<file path="src/rtl/crc_pkg.sv">
package crc_pkg;
  localparam int CRC_MAX_W = 16;
  typedef logic [CRC_MAX_W-1:0] crc_word_t;

  // Remainder width picked by the highest set polynomial bit (minimum 2).
  function automatic int crc_width(crc_word_t poly);
    int w;
    w = 2;
    for (int i = 1; i < CRC_MAX_W; i++) begin
      if (poly[i]) w = i + 1;
    end
    return w;
  endfunction

  function automatic crc_word_t crc_mask(int w);
    crc_word_t m;
    m = '0;
    for (int i = 0; i < CRC_MAX_W; i++) begin
      if (i < w) m[i] = 1'b1;
    end
    return m;
  endfunction

  // One serial step of the feedback register.
  function automatic crc_word_t crc_step(crc_word_t st, crc_word_t poly, logic bit_in);
    int        w;
    crc_word_t m;
    crc_word_t nx;
    logic      fb;
    w  = crc_width(poly);
    m  = crc_mask(w);
    fb = st[w-1] ^ bit_in;
    nx = (st << 1) & m;
    if (fb) nx = nx ^ ({poly[CRC_MAX_W-2:0], 1'b1} & m);
    return nx;
  endfunction
endpackage

</file>
<file path="src/rtl/crc_cfg_regs.sv">
module crc_cfg_regs
  import crc_pkg::*;
#(
  parameter int DATA_W    = 8,
  parameter int NUM_BYTES = 2
) (
  input  logic                 clk,
  input  logic                 rst_n,
  input  logic [NUM_BYTES-1:0] poly_we,
  input  logic [NUM_BYTES-1:0] seed_we,
  input  logic                 ctrl_we,
  input  logic [DATA_W-1:0]    wdata,
  input  logic                 snap,
  input  crc_word_t            snap_val,
  output crc_word_t            poly_q,
  output crc_word_t            seed_q,
  output crc_word_t            seed_next,
  output logic                 run_q
);
  crc_word_t poly_next;

  always_comb begin
    poly_next = poly_q;
    seed_next = seed_q;
    for (int b = 0; b < NUM_BYTES; b++) begin
      if (poly_we[b]) poly_next[b*DATA_W +: DATA_W] = wdata;
      if (seed_we[b]) seed_next[b*DATA_W +: DATA_W] = wdata;
    end
  end

  always_ff @(posedge clk) begin
    if (!rst_n) begin
      poly_q <= '0;
      seed_q <= '0;
      run_q  <= 1'b0;
    end else begin
      poly_q <= poly_next;
      if (|seed_we)  seed_q <= seed_next;
      else if (snap) seed_q <= snap_val;
      if (ctrl_we)   run_q  <= wdata[0];
    end
  end
endmodule

</file>
<file path="src/rtl/crc_lfsr.sv">
module crc_lfsr
  import crc_pkg::*;
(
  input  logic      clk,
  input  logic      rst_n,
  input  logic      load,
  input  crc_word_t load_val,
  input  logic      step,
  input  logic      bit_in,
  input  crc_word_t poly,
  output crc_word_t shift_q
);
  always_ff @(posedge clk) begin
    if (!rst_n)    shift_q <= '0;
    else if (load) shift_q <= load_val;
    else if (step) shift_q <= crc_step(shift_q, poly, bit_in);
  end
endmodule

</file>
<file path="src/rtl/crc_read_mux.sv">
module crc_read_mux
  import crc_pkg::*;
#(
  parameter int DATA_W    = 8,
  parameter int NUM_BYTES = 2,
  parameter int ADDR_W    = 3,
  parameter int SHIFT_BASE = 0,
  parameter int POLY_BASE  = 2,
  parameter int SEED_BASE  = 4,
  parameter int CTRL_ADDR  = 6
) (
  input  logic [ADDR_W-1:0] addr,
  input  crc_word_t         shift_q,
  input  crc_word_t         poly_q,
  input  crc_word_t         seed_q,
  input  logic              run_q,
  output logic [DATA_W-1:0] rdata
);
  always_comb begin
    rdata = '0;
    for (int b = 0; b < NUM_BYTES; b++) begin
      if (addr == ADDR_W'(SHIFT_BASE + b)) rdata = shift_q[b*DATA_W +: DATA_W];
      if (addr == ADDR_W'(POLY_BASE + b))  rdata = poly_q[b*DATA_W +: DATA_W];
      if (addr == ADDR_W'(SEED_BASE + b))  rdata = seed_q[b*DATA_W +: DATA_W];
    end
    if (addr == ADDR_W'(CTRL_ADDR)) rdata = {{(DATA_W-1){1'b0}}, run_q};
  end
endmodule

</file>
<file path="src/rtl/serial_crc_engine.sv">
module serial_crc_engine
  import crc_pkg::*;
#(
  parameter int DATA_W      = 8,
  parameter int ADDR_W      = 3,
  parameter bit INVERT_DATA = 1'b0
) (
  input  logic              clk,
  input  logic              rst_n,
  input  logic              reg_wr,
  input  logic              reg_rd,
  input  logic [ADDR_W-1:0] reg_addr,
  input  logic [DATA_W-1:0] reg_wdata,
  output logic [DATA_W-1:0] reg_rdata,
  input  logic              data_valid,
  input  logic              data_in
);
  localparam int NUM_BYTES  = CRC_MAX_W / DATA_W;
  localparam int SHIFT_BASE = 0;
  localparam int POLY_BASE  = SHIFT_BASE + NUM_BYTES;
  localparam int SEED_BASE  = POLY_BASE + NUM_BYTES;
  localparam int CTRL_ADDR  = SEED_BASE + NUM_BYTES;

  logic [NUM_BYTES-1:0] poly_we, seed_we, shift_rd_b;
  logic      ctrl_we;
  logic      run_q;
  crc_word_t poly_q, seed_q, seed_next, shift_q;

  // Named internal events.
  logic step_fire, seed_load, seed_wr_any, shift_snap, bit_eff;

  for (genvar b = 0; b < NUM_BYTES; b++) begin : g_dec
    assign poly_we[b]    = reg_wr && (reg_addr == ADDR_W'(POLY_BASE + b));
    assign seed_we[b]    = reg_wr && (reg_addr == ADDR_W'(SEED_BASE + b));
    assign shift_rd_b[b] = reg_addr == ADDR_W'(SHIFT_BASE + b);
  end
  assign ctrl_we = reg_wr && (reg_addr == ADDR_W'(CTRL_ADDR));

  if (INVERT_DATA) begin : g_inv
    assign bit_eff = ~data_in;
  end else begin : g_pass
    assign bit_eff = data_in;
  end

  assign seed_wr_any = |seed_we;
  assign seed_load   = seed_wr_any && !run_q;
  assign step_fire   = data_valid && run_q;
  assign shift_snap  = reg_rd && !reg_wr && (|shift_rd_b);

  crc_cfg_regs #(.DATA_W(DATA_W), .NUM_BYTES(NUM_BYTES)) u_regs (
    .clk(clk), .rst_n(rst_n),
    .poly_we(poly_we), .seed_we(seed_we), .ctrl_we(ctrl_we), .wdata(reg_wdata),
    .snap(shift_snap), .snap_val(shift_q),
    .poly_q(poly_q), .seed_q(seed_q), .seed_next(seed_next), .run_q(run_q)
  );

  crc_lfsr u_lfsr (
    .clk(clk), .rst_n(rst_n),
    .load(seed_load), .load_val(seed_next),
    .step(step_fire), .bit_in(bit_eff), .poly(poly_q),
    .shift_q(shift_q)
  );

  crc_read_mux #(
    .DATA_W(DATA_W), .NUM_BYTES(NUM_BYTES), .ADDR_W(ADDR_W),
    .SHIFT_BASE(SHIFT_BASE), .POLY_BASE(POLY_BASE),
    .SEED_BASE(SEED_BASE), .CTRL_ADDR(CTRL_ADDR)
  ) u_rmux (
    .addr(reg_addr), .shift_q(shift_q), .poly_q(poly_q),
    .seed_q(seed_q), .run_q(run_q), .rdata(reg_rdata)
  );
endmodule

</file>
<file path="config.mk">
export PLATFORM = sky130hd
export DESIGN_NAME = serial_crc_engine
export DESIGN_NICKNAME = d
export VERILOG_FILES = /design/src/rtl/crc_pkg.sv /design/src/rtl/crc_cfg_regs.sv /design/src/rtl/crc_lfsr.sv /design/src/rtl/crc_read_mux.sv /design/src/rtl/serial_crc_engine.sv
export SDC_FILE = /design/constraint.sdc
export NUM_CORES = 1
export LEC_CHECK = 0
export BUFFER_PORTS_ARGS = -buffer_cell sky130_fd_sc_hd__buf_2
export CORE_MARGIN = 5
export CORE_UTILIZATION = 45
export DETAILED_ROUTE_END_ITERATION = 8
export GPL_TIMING_DRIVEN = 0
export HOLD_SLACK_MARGIN = 0.03
export SYNTH_ARGS = -nofsm -noshare
export SYNTH_HDL_FRONTEND = slang
export SYNTH_SLANG_ARGS = --single-unit
</file>
<file path="constraint.sdc">
create_clock -name clk -period 3.8 [get_ports clk]
set_input_delay 0.95 -clock clk [delete_from_list [all_inputs] [get_ports clk]]
set_output_delay 0.95 -clock clk [all_outputs]
set_load 0.02 [all_outputs]
</file>
[Word level (Yosys, flattened, before mapping)]
Cells that the tools add are included.
Word-level totals
  register bits after elaboration: 49
  input bits: 17
  output and inout bits: 8
Operators by class
  add/subtract/negate cells: 1
  $lt $le $gt $ge: 17
  equal/unequal tests: 6
  multiplexer cells: 98
  bitwise gates (word level): 4
  reductions and logical operators: 16
Operator list (count)
  5-bit by 32-bit < comparator with 1-bit output (first input constant): 8
  4-bit by 32-bit < comparator with 1-bit output (first input constant): 4
  32-bit two-way mux: 3
  16-bit two-way mux: 5
  8-bit two-way mux: 9
  1-bit two-way mux: 67
  3-bit by 32-bit < comparator with 1-bit output (first input constant): 2
  16-bit AND: 2
  1-bit by 32-bit < comparator with 1-bit output (first input constant): 1
  2-bit by 32-bit < comparator with 1-bit output (first input constant): 1
  32-bit by 6-bit < comparator with 1-bit output (second input constant): 1
  4-bit two-way mux: 8
  32-bit by 2-bit subtractor with 32-bit output (second input constant): 1
  16-bit bitwise XOR: 1
  3-bit two-way mux: 4
  3-bit equality test (second input constant): 3
  1-bit logical AND: 9
  3-bit by 2-bit equality test with 1-bit output (second input constant): 2
  5-bit two-way mux: 1
  1-bit binary-select mux with 4-bit select: 1
  2-bit nonzero test: 2
  2-bit OR reduction: 2
  3-bit by 1-bit equality test with 1-bit output (second input constant): 1
  3-bit zero test: 1
  2 further kinds: 3

[Depth between registers and ports, before layout]
Gate-level depths: netlist of the first run.
  word-level depth: 27
  depth in mapped cells: 15

[Hierarchy]
From an unflattened synthesis of the first run, not the netlist that was laid out.
Unflattened totals
  cells, all modules: 486
  area total of the unflattened synthesis: 4179.0 sq um
By module, submodules not included
  crc_lfsr: instances 1, cells an instance 258, area each 1940.6 sq um
  crc_cfg_regs: instances 1, cells an instance 143, area each 1579.0 sq um
  crc_read_mux: instances 1, cells an instance 77, area each 566.8 sq um
  serial_crc_engine: instances 1, cells an instance 8, area each 92.6 sq um

[Worst setup path before layout of the first run]
Ideal clock, no wire load.
  kind: input port to output port
  from: input port reg_addr[1]
  to: output port reg_rdata[5]
  data arrival time: 2.576 ns
  data required time: 2.850 ns
  setup slack: 0.274 ns
  stages: 9
  path buffers: 2
  path through: clkbuf_1 -> nor2b_1 -> clkbuf_1 -> a22oi_1 -> o21ai_0 -> nand2_1 -> a21oi_1 -> a311oi_1 -> a21oi_1
Between the ends
  word-level cells in the longest chain between the ends: 8
  elaborated cells between the ends (all ways): 14
Ends and longest elaborated chain
  from (decl): RTL line serial_crc_engine.sv:12  | input logic [ADDR_W-1:0] reg_addr,
  3-bit zero test: RTL line crc_read_mux.sv:22  | if (addr == ADDR_W'(SHIFT_BASE + b)) rdata = shift_q[b*DATA_W +: DATA_W];
  8-bit two-way mux: RTL line crc_read_mux.sv:22
  8-bit two-way mux: RTL line crc_read_mux.sv:23  | if (addr == ADDR_W'(POLY_BASE + b)) rdata = poly_q[b*DATA_W +: DATA_W];
  8-bit two-way mux: RTL line crc_read_mux.sv:24  | if (addr == ADDR_W'(SEED_BASE + b)) rdata = seed_q[b*DATA_W +: DATA_W];
  8-bit two-way mux: RTL line crc_read_mux.sv:22
  8-bit two-way mux: RTL line crc_read_mux.sv:23
  8-bit two-way mux: RTL line crc_read_mux.sv:24
  8-bit two-way mux (*): RTL line crc_read_mux.sv:26  | if (addr == ADDR_W'(CTRL_ADDR)) rdata = {{(DATA_W-1){1'b0}}, run_q};
  to (decl): RTL line serial_crc_engine.sv:14  | output logic [DATA_W-1:0] reg_rdata,
Every way passes the cells marked *; elsewhere a longest branch is shown, timed or not.

[Worst setup path after layout of the first run]
Same ends and word-level chain as after synthesis.

==> metrics.md, run 1 <==
| Metric | Value |
|---|---|
| Post-synth top cells | 75 x nand2_1, 56 x nor2_1, 49 x dfxtp_1 |
| Total number of vias | 4343 |
| Syn. warnings | 0 |
| Slowest CP cell | clkbuf_2 |
| Fin crit period | 3.641 ns |
| Asr flop ratio synth | 0% |
| Final ANT Viol Nets | 0 |
| Total CTS buffers | 5 |
| Fin. max-slew vios | 0 |
| CTS tree | built |
| Max clock buf depth | 2 |
| Net Count, Synth | 549 |
| Crit start category | input pin |
| Finished Core Util | 51.53% |
| Max VDD drop | 0.0002516 V |
| Maximum capacitance violations | 0 |
| Switching share of power | 35.08% |
| Yosys cell types | 63 |
| PwrDens | 309.6 nW/um^2 |
| Synth Register Bits | 49 |
| Final hold viol count | 0 |
| Fmax | 274.7 MHz |
| Wire per inst | 22.30 microns |
| Mapped Area | 3814 sq um |
| Initial antenna violation count | 0 |
| Total GRT Usage | 28.63% |
| Net Sw Power | 462.1 uW |
| Antenna cell count | 0 |
| Die ar. | 10420 sq um |
| Total core area | 8258 sq um |
| DRC Markers | 0 |
| Vias/cell | 6.521 |
| Sequential element share of the synthesized area | 25.72% |
| Pint | 855.4 uW |
| Clock Latency Late Sink | 0.31 ns |
| Vias in the first global route | 4010 |
| Routability cong. | 0.9461 |
| Post-synth top area share | 25.72% |
| HPWL reported at the end of detailed placement | 11050 microns |
| Critical path arrival | 2.69 ns |
| Critical path peak fanout | 10 |
| WS Path Type | input pin to primary output |
| Critical Path RT | 2.85 ns |
| Iteration-0 DRC Markers | 502 |
| Slew at the pin with the worst max-slew slack | 1.093 ns |
| Dpl cell area | 4060 sq um |
| Yosys top cell by area | dfxtp_1 |
| Outcome | complete, no violations |
| Number of nets in the layout | 581 |
| I/O Buffers | 23 |
| Power consumption | 1.317 mW |
| Cell Chain, Critical Path | clkbuf_2 > nor2b_1 > clkbuf_2 > a22oi_1 > o21ai_1 > nand2_1 > a21oi_1 > a311oi_1 > a21oi_1 > buf_2 |
| Post-synth EDFFs | 0 |
| Relative slew slack | 26.95% |
| Most numerous cell in the Yosys netlist | nand2_1 |
| Top-level port count | 25 |
| Final setup violation count | 0 |
| Worst Setup End Kind | primary output |
| Layout cells sized above 1 | 12.83% |
| Clk slew on worst S/H paths | 0.09 ns |
| RSZ-0062 raised after global routing | no |
| First-pass GRT wire length | 22800 microns |
| Gate power share | 28.6% |
| Layout area overhead | 11.58% |
| Setup Skew | 0.01124 ns |
| Die width | 102.1 microns |
| Die Height | 102.1 microns |
| Top FF cell, synth | dfxtp_1 |
| Root Buffer | clkbuf_8 |
| Pleak | 1.533 nW |
| Min-delay worst type | flip-flop to flip-flop |
| Pre-Repair DR Iteration Count | 5 |
| Final Cycle Share | 95.80% |
| Flop pwr share | 42.9% |
| # hold bufs at CTS | 0 |
| Grt ovf | 0 |
| H-tree lvl count | 2 |
| Clock network fraction of design power | 28.5% |
| Starting Density | 46.18% |
| Cells after synthesis | 529 |
| Total Wirelength | 14850 microns |
| Syn Area/Cell | 7.209 sq um |
| Final Cell Area | 4255 sq um |
| Row count | 33 |
| Largest net degree at the start of global routing | 15 |
| Area contributors post-synth | dfxtp_1 26%, nand2_1 7.4%, nor2_1 5.5% |
| Worst path max stage delay | 0.29 ns |
| CTS sink count | 49 |
-- layout by cell type, fill, tap and decap left out, types with 5 or more instances in the layout --
master     instances
inv_1             30
a311oi_1           6
o21ai_0           29
buf_4              6
nor2b_1            6
a21oi_1           32
dfxtp_1           47
buf_2             25
a21boi_0          17
o211ai_1           6
nand4_1           12
o2111ai_1         11
nand3_1           18
clkbuf_1          24
a211oi_1          13
o211a_1            5
mux2i_1           17
nor2_1            56
nand2_1           75
o221ai_1           8
clkbuf_8           5
or2_2              5
a22oi_1            9
a31oi_1            9
-- final cells by class --
class                           count  area (sq um)
Multi-Input combinational cell    408          2603
Clock inverter                      2         35.03
Clock buffer                        5         68.82
Timing Repair Buffer               27         145.1
Buffer                             38         168.9
Sequential cell                    49         983.4
Inverter                           32         120.1
Fill cell                         878          4003
Tap cell                          105         131.4
-- stage by stage --
| stage | worst slack (ns) | hold WS (ns) | TNS, ns | std cells |
|---|---|---|---|---|
| after detailed placement | -0.1626 | 0.4931 | -1.437 | 657 |
| after global routing | 0.03355 | 0.5251 | 0 | 666 |
| after global placement | -0.1749 | 0.4815 | -1.421 | 657 |
| after floorplan | 0.2739 | 0.4573 | 0 | 529 |
| after CTS | 0.03195 | 0.5109 | 0 | 662 |
| final | 0.1595 | 0.5115 | 0 | 666 |
-- worst max-delay path, delay by kind of cell --
family	cells	cell delay, ns
AOI/OAI and AO/OA	5	0.73
buffers and inverters	3	0.65
and+or+nand+nor	2	0.35
-- per-layer routing --
metal  GRT usage (%)  wire length [microns]
met1           41.52                   6438
met2           45.18                   6733
met3           4.164                   1425
met4           6.155                    256
met5               0                      0
-- path summary, 6_finish.rpt --
check | from | cells past startpoint | slack, ns | end
setup / recovery | reg_addr[1] | 10 | 0.16 | reg_rdata[5]
hold / removal | u_regs.seed_q[0] | 2 | 0.51 | u_regs.seed_q[0]
setup reg to reg | u_regs.poly_q[4] | 12 | 0.18 | u_lfsr.shift_q[10]
hold reg to reg | u_regs.seed_q[0] | 2 | 0.51 | u_regs.seed_q[0]
-- power by group through the flow --
stage | Sequential, mW | Clock [mW] | Combinational (mW)
2_1_floorplan | 0.561 | 0 | 0.237
3_3_place_gp | 0.573 | 0 | 0.338
3_5_place_dp | 0.573 | 0 | 0.341
4_1_cts | 0.563 | 0.384 | 0.342
5_1_grt | 0.567 | 0.407 | 0.403
6_report | 0.565 | 0.376 | 0.376
-- cell families (layout without fill, tap and decap cells) --
| logic type | Yosys count | after routing | share of synthesized area, % |
|---|---|---|---|
| mux | 21 | 21 | 6.529 |
| fa+ha+maj | 3 | 3 | 0.9844 |
| buf+inv | 72 | 104 | 7.382 |
| simple gates | 206 | 206 | 25.75 |
| xor+xnor | 2 | 2 | 0.4594 |
| flops | 49 | 49 | 25.72 |
| compound gates | 176 | 176 | 33.17 |
-- state kept, by name (all words and copies together), names as in the netlist --
signal,count
u_regs.poly_q,16
u_regs.seed_q,16
u_regs.run_q,1
u_lfsr.shift_q,16
-- repair_timing --
| action | 4_1_cts | 5_1_grt |
|---|---|---|
| resized for setup | 3 | 20 |
| cloned | 0 | 0 |
| pin swaps | 0 | 4 |
| setup buffers | 0 | 4 |
| setup endpoints to repair | 15 | 22 |
No activity file was read; power rests on OpenSTA's default activity.
==> run 2: changes to the inputs <==
CORE_UTILIZATION = 50   (was 45)
PLACE_DENSITY = 0.68   (was unset)
==> run 2 against run 1 <==
Compared with the run above: sequential power hardly changed; wire length is 4.7% lower; clock power is 7.2% higher; power is 1.2% higher; count of clock-buffer cells in the layout is 2 higher; non-clock buffer count stayed put; flip-flop and latch count stayed put; via count is 1.6% higher; critical path type unchanged; largest cell class unchanged.
==> metrics.md, run 2 (same netlist as run 1, synthesis figures left out) <==
| Metric | Value |
|---|---|
| Outcome | complete, no violations |
| Pleak | 1.529 nW |
| H-tree lvl count | 2 |
| Setup Skew | 0.008069 ns |
| Fmax | 273.2 MHz |
| Delay-heaviest family, CP | compound AO/OA/AOI/OAI gates |
| Placed instance count | 651 |
| Initial antenna violation count | 0 |
| First-pass GRT wire length | 22090 microns |
| Total Wirelength | 14160 microns |
| Total core area | 7331 sq um |
| Met1 Wirelength | 6048 microns |
| Total CTS buffers | 5 |
| Pre-Repair DR Iteration Count | 5 |
| Footprint of the multi-input gates | 2569 sq um |
| Critical path arrival | 2.71 ns |
| CP Depth | 10 |
| Reg2reg start | u_regs.poly_q[4] |
| Fin cells | 661 |
| Relative slew slack | 30.59% |
| Die Height | 97.34 microns |
| Fin. max-slew vios | 0 |
| Final setup violation count | 0 |
| Top-level port count | 25 |
| Worst min-delay path endpoint | u_regs.seed_q[6] |
| Vias in the first global route | 4064 |
| WS Path Type | input pin to primary output |
| Min-delay worst type | flip-flop to flip-flop |
| Layout cells sized above 1 | 12.99% |
| Hold Crit Start | u_regs.seed_q[6] |
| CTS sink count | 49 |
| Final Cycle Share | 96.33% |
| Vias/cell | 6.675 |
| Most frequent cells in the layout | 75 x nand2_1, 56 x nor2_1, 47 x dfxtp_1 |
| Top Layer Used | met4 |
| Iteration-0 DRC Markers | 523 |
| Critical Path RT | 2.85 ns |
| Maximum capacitance violations | 0 |
| Final ANT Viol Nets | 0 |
| WP buf/inv | 3 |
| FF+latch area | 983.4 sq um |
| Layout area overhead | 10.76% |
| Slew at the pin with the worst max-slew slack | 1.039 ns |
| Die ar. | 9474 sq um |
| Worst R2R End | u_lfsr.shift_q[1] |
| Worst path max stage delay | 0.31 ns |
| Most common cell after layout, fill and taps aside | nand2_1 |
| Power consumption | 1.334 mW |
| Largest net degree at the start of global routing | 15 |
| Critical path peak fanout | 10 |
| Total number of vias | 4412 |
| Max clock buf depth | 2 |
| Grt ovf | 0 |
| Wire per inst | 21.42 microns |
| Slowest CP cell | o21ai_0 |
| Cell mode on critical path | a21oi_1 |
| Number of nets in the layout | 581 |
| Flop2flop setup slack | 0.18 ns |
| DRC Markers | 0 |
| Met3 Wirelength | 1461 microns |
| Clk slew on worst S/H paths | 0.09 ns |
| Antenna cell count | 0 |
| Row count | 31 |
| HPWL reported at the end of detailed placement | 10540 microns |
| Clock Latency Late Sink | 0.31 ns |
| Die width | 97.34 microns |
| Root Buffer | clkbuf_8 |
| Max VDD drop | 0.0001701 V |
| Routability cong. | 0.9464 |
| Fin crit period | 3.661 ns |
| CTS tree | built |
| Starting Density | 52.02% |
| Crit start category | input pin |
| PwrDens | 315.8 nW/um^2 |
| Cell Chain, Critical Path | clkbuf_2 > nor2b_1 > clkbuf_4 > a22oi_1 > o21ai_0 > nand2_1 > a21oi_1 > a311oi_1 > a21oi_1 > buf_2 |
| I/O Buffers | 23 |
| Worst Setup End Kind | primary output |
| Fillers | 714 |
| Total GRT Usage | 29.08% |
| WHS Path Cells | 2 |
| Final hold viol count | 0 |
| Largest regs | u_lfsr.shift_q (16), u_regs.poly_q (16), u_regs.seed_q (16) |
| FF-to-FF path depth | 13 |
| Met2 wire length | 6121 microns |
-- run 2: what timing repair did --
action,4_1_cts,5_1_grt
gates resized for setup,3,14
hold endpoints to repair,0,0
endpoints found under the setup margin,15,20
buffers inserted,0,4
hold buffers,0,0
pin swaps,0,4
-- run 2: cell type report --
cell class	instances	share of cell area, %
Multi-Input combinational cell	408	60.81
Sequential cell	49	23.28
Buffer	38	3.940
Timing Repair Buffer	27	3.436
Tap cell	99	2.932
Inverter	32	2.844
Clock buffer	7	2.044
Clock inverter	1	0.7109
-- run 2: tightest hold or removal path: cells and delay by family (launching register included) --
kind / cells / cell delay (ns)
flops: 1 / 0.33
simple gates: 2 / 0.14
-- run 2: report_power, final --
part | switching, mW | internal [mW] | leakage [nW]
registers | 0.0302 | 0.534 | 0.399
logic | 0.244 | 0.123 | 1.07
clock network | 0.188 | 0.215 | 0.0585
total | 0.462 | 0.872 | 1.53
-- run 2: worst max path at each step --
stage | from | to | slack [ns]
2_1_floorplan | reg_addr[1] | reg_rdata[5] | 0.27
3_3_place_gp | reg_addr[2] | reg_rdata[3] | -0.17
3_5_place_dp | reg_addr[2] | reg_rdata[3] | -0.15
4_1_cts | u_regs.poly_q[3] | u_lfsr.shift_q[11] | 0.02
5_1_grt | u_regs.poly_q[8] | u_lfsr.shift_q[10] | -0.05
6_report | reg_addr[1] | reg_rdata[5] | 0.14
-- run 2: routing by layer --
metal  global-route usage, %  up-vias
li1                        -     2025
met1                   41.07     2081
met2                   43.84      264
met3                   5.743       42
met4                   10.54        0
met5                       0        -
-- run 2: metrics by stage --
stage	hold slack, ns	cell area, sq um	util [%]	worst slack [ns]	TNS (ns)
6_report	0.5088	4224	57.62	0.1394	0
3_5_place_dp	0.4868	4053	55.28	-0.1487	-0.7541
3_3_place_gp	0.4765	4053	55.28	-0.1749	-0.4445
5_1_grt	0.5316	4224	57.62	-0.04704	-0.2353
4_1_cts	0.5068	4169	56.87	0.02190	0
2_1_floorplan	0.4573	3814	-	0.2739	0
